==> src/rtl/irqArbPkg.sv <==
package irqArbPkg;
  localparam int ADDR_W = 4;
  localparam int DATA_W = 32;

  typedef struct packed {
    logic       enSet;
    logic       enClr;
    logic       pendSet;
    logic       pendClr;
    logic       svcPrioWr;
    logic       prioWr;
    logic [2:0] prioIdx;
    logic       ackTake;
    logic       retPop;
  } arbStrobeT;
endpackage

==> src/rtl/irqArbControl.sv <==
module irqArbControl
  import irqArbPkg::*;
(
  input  logic              wrEn,
  input  logic [ADDR_W-1:0] wrAddr,
  input  logic              ackIn,
  input  logic              retIn,
  input  logic              takeReq,
  input  logic              anyActive,
  output arbStrobeT         strobe
);
  always_comb begin
    strobe = '0;
    if (wrEn) begin
      if (wrAddr[3]) begin
        strobe.prioWr  = 1'b1;
        strobe.prioIdx = wrAddr[2:0];
      end else begin
        case (wrAddr[2:0])
          3'd0:    strobe.enSet     = 1'b1;
          3'd1:    strobe.enClr     = 1'b1;
          3'd2:    strobe.pendSet   = 1'b1;
          3'd3:    strobe.pendClr   = 1'b1;
          3'd4:    strobe.svcPrioWr = 1'b1;
          default: ;
        endcase
      end
    end
    // return has precedence: an acknowledge in the same cycle is dropped
    strobe.ackTake = ackIn & takeReq & ~retIn;
    strobe.retPop  = retIn & anyActive;
  end
endmodule

==> src/rtl/irqArbDatapath.sv <==
module irqArbDatapath
  import irqArbPkg::*;
#(
  parameter int NUM_IRQ   = 32,
  parameter int PRIO_BITS = 2
) (
  input  logic                              clk,
  input  logic                              rstN,
  input  arbStrobeT                         st,
  input  logic [DATA_W-1:0]                 wrData,
  input  logic [NUM_IRQ-1:0]                irqLines,
  input  logic                              nmiReq,
  input  logic                              faultReq,
  input  logic                              svcReq,
  output logic                              takeReq,
  output logic [$clog2(16+NUM_IRQ)-1:0]     excNum,
  output logic [$clog2((1<<PRIO_BITS)+3):0] excPrio,
  output logic [$clog2(16+NUM_IRQ)-1:0]     curNum,
  output logic [$clog2((1<<PRIO_BITS)+3):0] curPrio,
  output logic                              anyActive
);
  localparam int NUM_LVL  = 1 << PRIO_BITS;
  localparam int NUM_RANK = NUM_LVL + 2;           // two fixed ranks on top
  localparam int RANK_W   = $clog2(NUM_RANK + 1);
  localparam int PRIO_W   = RANK_W + 1;
  localparam int NUM_W    = $clog2(16 + NUM_IRQ);
  localparam int PER_WORD = DATA_W / PRIO_BITS;
  localparam logic [RANK_W-1:0] RANK_NONE = RANK_W'(NUM_RANK);

  logic [NUM_IRQ-1:0]   enReg, pendReg, pendNext;
  logic [PRIO_BITS-1:0] prioReg [NUM_IRQ];
  logic [PRIO_BITS-1:0] svcPrio;
  logic                 nmiPend, faultPend, svcPend;
  logic [NUM_RANK-1:0]  actMask;
  logic [NUM_W-1:0]     actNum [NUM_RANK];

  logic [RANK_W-1:0] bestRank, curRank;
  logic [NUM_W-1:0]  bestNum, curNumW;

  function automatic logic [PRIO_W-1:0] toPrio(input logic [RANK_W-1:0] r);
    return PRIO_W'(r) - PRIO_W'(2);
  endfunction

  // winner search in ascending exception-number order, strict compare keeps
  // the lower number on a tie
  always_comb begin
    bestRank = RANK_NONE;
    bestNum  = '0;
    if (nmiPend) begin
      bestRank = RANK_W'(0);
      bestNum  = NUM_W'(2);
    end else if (faultPend) begin
      bestRank = RANK_W'(1);
      bestNum  = NUM_W'(3);
    end
    if (svcPend && (RANK_W'(svcPrio) + RANK_W'(2)) < bestRank) begin
      bestRank = RANK_W'(svcPrio) + RANK_W'(2);
      bestNum  = NUM_W'(11);
    end
    for (int i = 0; i < NUM_IRQ; i++) begin
      if (pendReg[i] && enReg[i] && (RANK_W'(prioReg[i]) + RANK_W'(2)) < bestRank) begin
        bestRank = RANK_W'(prioReg[i]) + RANK_W'(2);
        bestNum  = NUM_W'(16 + i);
      end
    end
  end

  // most urgent active slot gives the execution priority
  always_comb begin
    curRank = RANK_NONE;
    curNumW = '0;
    for (int r = NUM_RANK - 1; r >= 0; r--) begin
      if (actMask[r]) begin
        curRank = RANK_W'(r);
        curNumW = actNum[r];
      end
    end
  end

  assign takeReq   = bestRank < curRank;
  assign excNum    = takeReq ? bestNum : '0;
  assign excPrio   = takeReq ? toPrio(bestRank) : toPrio(RANK_NONE);
  assign curNum    = curNumW;
  assign curPrio   = toPrio(curRank);
  assign anyActive = |actMask;

  always_comb begin
    pendNext = pendReg;
    if (st.pendClr) pendNext = pendNext & ~wrData[NUM_IRQ-1:0];
    for (int i = 0; i < NUM_IRQ; i++) begin
      if (st.ackTake && bestNum == NUM_W'(16 + i)) pendNext[i] = 1'b0;
    end
    pendNext = pendNext | irqLines | (st.pendSet ? wrData[NUM_IRQ-1:0] : '0);
  end

  always_ff @(posedge clk or negedge rstN) begin
    if (!rstN) begin
      enReg     <= '0;
      pendReg   <= '0;
      svcPrio   <= '0;
      nmiPend   <= 1'b0;
      faultPend <= 1'b0;
      svcPend   <= 1'b0;
      actMask   <= '0;
      for (int i = 0; i < NUM_IRQ; i++) prioReg[i] <= '0;
      for (int r = 0; r < NUM_RANK; r++) actNum[r] <= '0;
    end else begin
      if (st.enSet)      enReg <= enReg | wrData[NUM_IRQ-1:0];
      else if (st.enClr) enReg <= enReg & ~wrData[NUM_IRQ-1:0];
      pendReg   <= pendNext;
      nmiPend   <= nmiReq   | (nmiPend   & ~(st.ackTake && bestNum == NUM_W'(2)));
      faultPend <= faultReq | (faultPend & ~(st.ackTake && bestNum == NUM_W'(3)));
      svcPend   <= svcReq   | (svcPend   & ~(st.ackTake && bestNum == NUM_W'(11)));
      if (st.svcPrioWr) svcPrio <= wrData[PRIO_BITS-1:0];
      for (int i = 0; i < NUM_IRQ; i++) begin
        if (st.prioWr && (i / PER_WORD) == int'(st.prioIdx))
          prioReg[i] <= wrData[(i % PER_WORD)*PRIO_BITS +: PRIO_BITS];
      end
      if (st.ackTake) begin
        actMask[bestRank] <= 1'b1;
        actNum[bestRank]  <= bestNum;
      end else if (st.retPop) begin
        actMask[curRank] <= 1'b0;
      end
    end
  end
endmodule

==> src/rtl/irqNestArbiter.sv <==
module irqNestArbiter
  import irqArbPkg::*;
#(
  parameter int NUM_IRQ   = 32,
  parameter int PRIO_BITS = 2,
  localparam int NUM_W    = $clog2(16 + NUM_IRQ),
  localparam int PRIO_W   = $clog2((1 << PRIO_BITS) + 3) + 1
) (
  input  logic               clk,
  input  logic               rstN,
  input  logic [NUM_IRQ-1:0] irqLines,
  input  logic               nmiReq,
  input  logic               faultReq,
  input  logic               svcReq,
  input  logic               wrEn,
  input  logic [ADDR_W-1:0]  wrAddr,
  input  logic [DATA_W-1:0]  wrData,
  input  logic               ackIn,
  input  logic               retIn,
  output logic               takeReq,
  output logic [NUM_W-1:0]   excNum,
  output logic [PRIO_W-1:0]  excPrio,
  output logic [NUM_W-1:0]   curNum,
  output logic [PRIO_W-1:0]  curPrio
);
  arbStrobeT strobe;
  logic      anyActive;

  irqArbControl uCtrl (
    .wrEn     (wrEn),
    .wrAddr   (wrAddr),
    .ackIn    (ackIn),
    .retIn    (retIn),
    .takeReq  (takeReq),
    .anyActive(anyActive),
    .strobe   (strobe)
  );

  irqArbDatapath #(.NUM_IRQ(NUM_IRQ), .PRIO_BITS(PRIO_BITS)) uPath (
    .clk      (clk),
    .rstN     (rstN),
    .st       (strobe),
    .wrData   (wrData),
    .irqLines (irqLines),
    .nmiReq   (nmiReq),
    .faultReq (faultReq),
    .svcReq   (svcReq),
    .takeReq  (takeReq),
    .excNum   (excNum),
    .excPrio  (excPrio),
    .curNum   (curNum),
    .curPrio  (curPrio),
    .anyActive(anyActive)
  );
endmodule

==> config.mk <==
export PLATFORM = sky130hd
export DESIGN_NAME = irqNestArbiter
export DESIGN_NICKNAME = d
export VERILOG_FILES = /design/src/rtl/irqArbPkg.sv /design/src/rtl/irqArbControl.sv /design/src/rtl/irqArbDatapath.sv /design/src/rtl/irqNestArbiter.sv
export SDC_FILE = /design/constraint.sdc
export NUM_CORES = 1
export LEC_CHECK = 0
export BUFFER_PORTS_ARGS = -buffer_cell sky130_fd_sc_hd__buf_2
export CAP_MARGIN = 10
export CELL_PAD_IN_SITES_DETAIL_PLACEMENT = 2
export CELL_PAD_IN_SITES_GLOBAL_PLACEMENT = 2
export CORE_MARGIN = 10
export CORE_UTILIZATION = 38
export DETAILED_ROUTE_END_ITERATION = 8
export PLACE_DENSITY_LB_ADDON = 0.1
export SYNTH_ARGS = -nofsm -noshare
export SYNTH_HDL_FRONTEND = slang
export SYNTH_HIERARCHICAL = 1
export SYNTH_SLANG_ARGS = --single-unit
==> constraint.sdc <==
create_clock -name clk -period 19.7 [get_ports clk]
set_input_delay 3.94 -clock clk [delete_from_list [all_inputs] [get_ports clk]]
set_output_delay 3.94 -clock clk [all_outputs]
set_load 0.01 [all_outputs]
After elaboration in Yosys (flattened, before gate mapping)

Cells that the tools add are included.

Output and inout bits: 21
Register bits: 175
Bits of input ports: 76
Word-level logic and storage cells: 430

Add/sub/neg operators: 35
Eq/ne operators: 40
Reductions and logical operators: 110
Bitwise operators: 23
$lt $le $gt $ge: 40
Multiplexer cells: 137

Operators by type and width:

| operator              | number |
|---|---|
| $mux W6               | 44 |
| $mux W32              | 4 |
| $mux W3               | 39 |
| $logic_and A1 B1 Y1   | 105 |
| $lt A3 B3 Y1          | 34 |
| $add A2 B2 Y3 const B | 33 |
| $eq A6 B5 Y1 const B  | 16 |
| $eq A6 B6 Y1 const B  | 16 |
| $or A32 B32 Y32       | 3 |
| $and A32 B32 Y32      | 2 |
| $mux W1               | 39 |
| $bwmux W36            | 1 |
| $not A32 Y32          | 1 |
| $demux W6 S3          | 1 |
| $eq A6 B2 Y1 const B  | 2 |
| $mux W9               | 1 |
| $lt A3 B4 Y1 const B  | 2 |
| $mux W4               | 2 |
| $sub A3 B2 Y4 const B | 2 |
| $and A1 B1 Y1         | 6 |
| $and A6 B6 Y6         | 1 |
| $demux W1 S3          | 2 |
| $eq A3 B2 Y1 const B  | 2 |
| $eq A6 B4 Y1 const B  | 1 |
| 16 further kinds      | 26 |

Logic depth before layout (Yosys ltp)

Depth in word-level cells: 108
Mapped depth: 53
Gate-level depth less buffers: 48

Cells and area by module

The synthesis kept the hierarchy.

Modules (own cells, without submodules):

| module         | sequential area each (um^2) | instances | area an instance (um^2) | cells an instance |
|---|---|---|---|---|
| irqArbDatapath | 4379.2                      | 1         | 12285.5                 | 1409 |
| irqArbControl  | 0.0                         | 1         | 102.6                   | 13 |

Worst setup path before layout

No wires, ideal clock.

Kind: flip-flop to output port
Start: reg uPath.pendReg[1]
End: out excNum[0]
Cell stages (with the launch flop): 45
Buffers on the path: 4
Data required time: 15.760 ns
Setup slack: 4.304 ns
Arrival time: 11.456 ns
Cell sequence: dfrtp_1 and3b_1 or3_1 buf_2 o22a_4 o22a_4 o311a_4 a2111o_1 buf_2 a221o_1 a221o_1 a311oi_2 o21ai_4 a311oi_1 o22ai_2 a221oi_4 o311ai_1 o21a_1 (+9 left out) a211oi_2 o22a_1 a21oi_2 nor3b_4 o21ai_2 a221oi_4 mux2_2 ha_1 maj3_1 a31oi_1 nand3_1 clkbuf_1 mux2i_1 ha_1 o21ai_0 nand2b_1 clkbuf_1 a21boi_0

Word-level cells in the longest chain between the ends: 95
Elaborated cells between the ends (all ways): 126
Those cells by class: 31 x order compare; 63 x mux; 32 x reduce/logical

RTL lines:

| item                                 | RTL line              | source |
|---|---|---|
| start: declaration                   | irqArbDatapath.sv:30  | `logic [NUM_IRQ-1:0] enReg, pendReg, pendNext;` |
| start signal: assignment             | irqArbDatapath.sv:110 | `pendReg <= pendNext;` |
| $logic_and A1 B1 Y1 (*) (2 in a row) | irqArbDatapath.sv:61  | `if (pendReg[i] && enReg[i] && (RANK_W'(prioReg[i]) + RANK_W'(2)) < bestRank) begin` |
| $mux W3                              | irqArbDatapath.sv:61  |  |
| $lt A3 B3 Y1                         | irqArbDatapath.sv:61  |  |
| $logic_and A1 B1 Y1                  | irqArbDatapath.sv:61  |  |
| $mux W3                              | irqArbDatapath.sv:61  |  |
| $lt A3 B3 Y1                         | irqArbDatapath.sv:61  |  |
| $logic_and A1 B1 Y1                  | irqArbDatapath.sv:61  |  |
| $mux W3                              | irqArbDatapath.sv:61  |  |
| (+78 left out)                       | -                     |  |
| $lt A3 B3 Y1                         | irqArbDatapath.sv:61  |  |
| $logic_and A1 B1 Y1                  | irqArbDatapath.sv:61  |  |
| $mux W3                              | irqArbDatapath.sv:61  |  |
| $lt A3 B3 Y1                         | irqArbDatapath.sv:61  |  |
| $logic_and A1 B1 Y1                  | irqArbDatapath.sv:61  |  |
| $mux W3                              | irqArbDatapath.sv:61  |  |
| $lt A3 B3 Y1                         | irqArbDatapath.sv:80  | `assign takeReq = bestRank < curRank;` |
| $mux W6 (*)                          | irqArbDatapath.sv:81  | `assign excNum = takeReq ? bestNum : '0;` |
| end: declaration                     | irqNestArbiter.sv:21  | `output logic [NUM_W-1:0] excNum,` |

Mark *: on every way between the ends. The rest lies on a longest branch, timed or not.

Final worst setup path

Start: reg uPath.nmiPend
End: out excNum[4]

Word-level cells in the longest chain between the ends: 102
Elaborated cells between the ends (all ways): 135
Those cells by class: 34 x order compare; 68 x mux; 33 x reduce/logical

RTL lines:

| item                     | RTL line              | source |
|---|---|---|
| start: declaration       | irqArbDatapath.sv:33  | `logic nmiPend, faultPend, svcPend;` |
| start signal: assignment | irqArbDatapath.sv:111 | `nmiPend <= nmiReq \| (nmiPend & ~(st.ackTake && bestNum == NUM_W'(2)));` |
| $mux W3 (*)              | irqArbDatapath.sv:49  | `if (nmiPend) begin` |
| $lt A3 B3 Y1             | irqArbDatapath.sv:56  | `if (svcPend && (RANK_W'(svcPrio) + RANK_W'(2)) < bestRank) begin` |
| $logic_and A1 B1 Y1      | irqArbDatapath.sv:56  |  |
| $mux W3                  | irqArbDatapath.sv:56  |  |
| $lt A3 B3 Y1             | irqArbDatapath.sv:61  |  |
| $logic_and A1 B1 Y1      | irqArbDatapath.sv:61  |  |
| $mux W3                  | irqArbDatapath.sv:61  |  |
| $lt A3 B3 Y1             | irqArbDatapath.sv:61  |  |
| (+86 left out)           | -                     |  |
| $lt A3 B3 Y1             | irqArbDatapath.sv:61  |  |
| $logic_and A1 B1 Y1      | irqArbDatapath.sv:61  |  |
| $mux W3                  | irqArbDatapath.sv:61  |  |
| $lt A3 B3 Y1             | irqArbDatapath.sv:61  |  |
| $logic_and A1 B1 Y1      | irqArbDatapath.sv:61  |  |
| $mux W3                  | irqArbDatapath.sv:61  |  |
| $lt A3 B3 Y1             | irqArbDatapath.sv:80  |  |
| $mux W6 (*)              | irqArbDatapath.sv:81  |  |

Marks and branches as above.

==> metrics.md <==
| Metric | Value |
|---|---|
| Status | finished, final reports clean |
| Final period demand of the worst path | 18.79 ns |
| HPWL after detailed placement | 40300 um |
| CTS root buffer | clkbuf_16 |
| Critical-path top delay cell | a2111o_1 |
| Fill count | 3643 |
| Gpl congestion | 0.908 |
| DR vias | 12500 |
| Hold Path Class | flip-flop to flip-flop |
| Layout cells sized above 1 | 0.188 |
| Slew @ Worst Pin | 1.12 ns |
| Critical R2R Launch | uPath/nmiPend |
| Fmax achieved | 53.2 MHz |
| Share of the synthesized area in the top cell type | 0.353 |
| Fin. max-slew vios | 0 |
| Worst skew pair latency | 0.47 ns |
| Vias in the first global route | 13500 |
| MaxCap Viol Count | 0 |
| Row count | 66 |
| DIE WIDTH | 201 um |
| Initial Util | 0.383 |
| Yosys top cell by area | dfrtp_1 |
| Placed cells | 1922 |
| Most frequent cell after synthesis | nand2_1 |
| Fin Hold WS | 0.505 ns |
| Reg clk slew, reported paths | 0.09 ns |
| Crit path DAT | 14.85 ns |
| Reg-to-reg critical path endpoint | uPath/pendReg[13] |
| Worst setup endpoint | excNum[4] |
| Initial antenna violation count | 1 |
| Clock sinks | 175 |
| Num CTS Buffers | 17 |
| Number of buffers and inverters on the critical path | 2 |
| Setup crit start kind | flip-flop |
| Maximum buffer depth of the clock tree | 2 |
| Cells after synthesis | 1422 |
| Number of diodes | 0 |
| Data required, critical path | 15.76 ns |
| Seq cells post-synth | 175 |
| Relative slew slack | 0.250 |
| Area added between synthesis and finish | 13.0% |
| Pin count of the biggest net entering global routing | 111 |
| IO Count | 97 |
| Die Ht | 201 um |
| H-tree lvl count | 4 |
| Number of cells on the critical path | 43 |
| R2R Setup Slk | 3.81 ns |
| RSZ-0062 raised after global routing | no |
| Clock Skews | 0.0156 ns |
| Most instantiated cells after synthesis | nand2_1, dfrtp_1, nor2_1, a21oi_1, o21ai_0 |
| Period Utilization, post-route | 0.954 |
| Total gr overflow | 0 |
| Via-to-Cell Ratio | 6.42 |
| Core area | 32400 um2 |
| R2r worst-path depth | 50 |
| Final wirelength | 54800 um |
| Area contributors post-synth | dfrtp_1, nand2_1, mux2_2 |
| Critical path fanouts, max | 17 |
| Antenna-violating nets left | 0 |
| CTS tree | built |
| YS warnings | 6 |
| IO Port Bufs | 96 |
| Setup WS post-layout | 0.915 ns |
| Power Dens Cells | 95.7 nW/um2 |
| Global-route wire length before repair | 84900 um |
| CP Class | flip-flop to output pin |
| Average cell area after synthesis | 8.71 um2 |
| CP Capture Type | output pin |
| Hold Vio Cnt, Final | 0 |
| DR WL/cell | 28.0 um |
| Crit-path max cell delay | 0.59 ns |
| Unique masters post-synth | 114 |
| Nets | 1583 |
| Pre-antenna DRT Iters | 5 |
| Total negative setup slack | 0 ns |
| Hold_buf cts | 0 |
| Total power draw | 1.34 mW |
| Synthesized net count | 1506 |
| Die Area | 40200 um2 |
| Most common flop cell mapped by yosys | dfrtp_1 |
| Beginning of the critical path | uPath/nmiPend |
| Post-synthesis sequential area ratio | 0.353 |
| Count of flip-flops with a built-in enable after synthesis | 0 |
| DRC | 0 |
| Final setup vio count | 0 |
| Place WS | 1.47 ns |
| Non-Filler Instances | 1954 |
| Total track usage | 0.267 |
| Iter 0 DRT Violations | 946 |
| Leak pwr | 5.60 nW |
| Post-CTS Setup Bufs | 0 |
| Post-Syn Area | 12400 um2 |
| CP delay by family, top | compound AO/OA/AOI/OAI gates |
| FFs w/ async S/R, synth | 1.00 |
| Post_cts resized | 0 |
| Peak VDD IR | 0.0000707 V |
[how the worst min path moves through the flow]
stage                          startpoint  depth (start not counted)  slack (ns)               to
final                           flip-flop                          1        0.50        flip-flop
after global routing            flip-flop                          1        0.52        flip-flop
after CTS                       flip-flop                          1        0.51        flip-flop
after detailed placement        flip-flop                          1        0.49        flip-flop
after global placement    uPath/actNum[0]                          1        0.48  uPath/actNum[0]
after floorplan                 flip-flop                          1        0.47        flip-flop
[cells by family after synthesis]
family,after synthesis,synth area share
DFF,175,0.353
AOI/OAI and AO/OA,515,0.326
adders and majority gates,9,0.00889
buffers and inverters,96,0.0297
and+or+nand+nor,563,0.225
muxes,64,0.0572
[power breakdown]
part | total (mW) | internal (mW) | switching, mW
registers | 0.516 | 0.429 | 0.0873
clock network | 0.352 | 0.170 | 0.181
logic | 0.471 | 0.174 | 0.297
total | 1.34 | 0.773 | 0.566
[cell usage in the layout, fill, tap and decap left out, types with 15 or more instances in the layout]
cell type and count:
o21ai_0 66, clkbuf_16 17, a221o_1 30, a21oi_1 74, o21ai_1 16, and3_1 15, nand4_1 23, a211oi_1 18
dfrtp_1 175, inv_1 43, o22ai_1 22, nand3_1 33, o22a_1 24, nand2_1 195, o21a_1 16, nor3_1 31
nor2_1 127, a22o_1 33, buf_2 95, or2_2 21, mux2_2 53, a21boi_0 22, or3_1 21
[per-layer routing]
metal	routed length (um)	up-vias	share of wire	GRT usage
met5	0	-	0	0
met4	1450	0	0.026	0.0841
met3	1890	62	0.034	0.0321
met2	26300	289	0.48	0.442
met1	25200	6574	0.46	0.357
li1	-	5622	-	-
[layout make-up]
type                            count  area [um2]  area share
Inverter                           44         165      0.0118
Multi-Input combinational cell   1151        7710       0.551
Clock buffer                       17         425      0.0304
Timing Repair Buffer              110         594      0.0425
Clock inverter                     15         168      0.0120
Tap cell                          442         553      0.0395
Sequential cell                   175        4380       0.313
[stage by stage]
stage	area, um2	util
2_1_floorplan	12400	-
3_3_place_gp	13400	0.414
3_5_place_dp	13400	0.414
4_1_cts	14000	0.432
5_1_grt	14000	0.432
6_report	14000	0.432
Power figures use the tool's default switching activity.
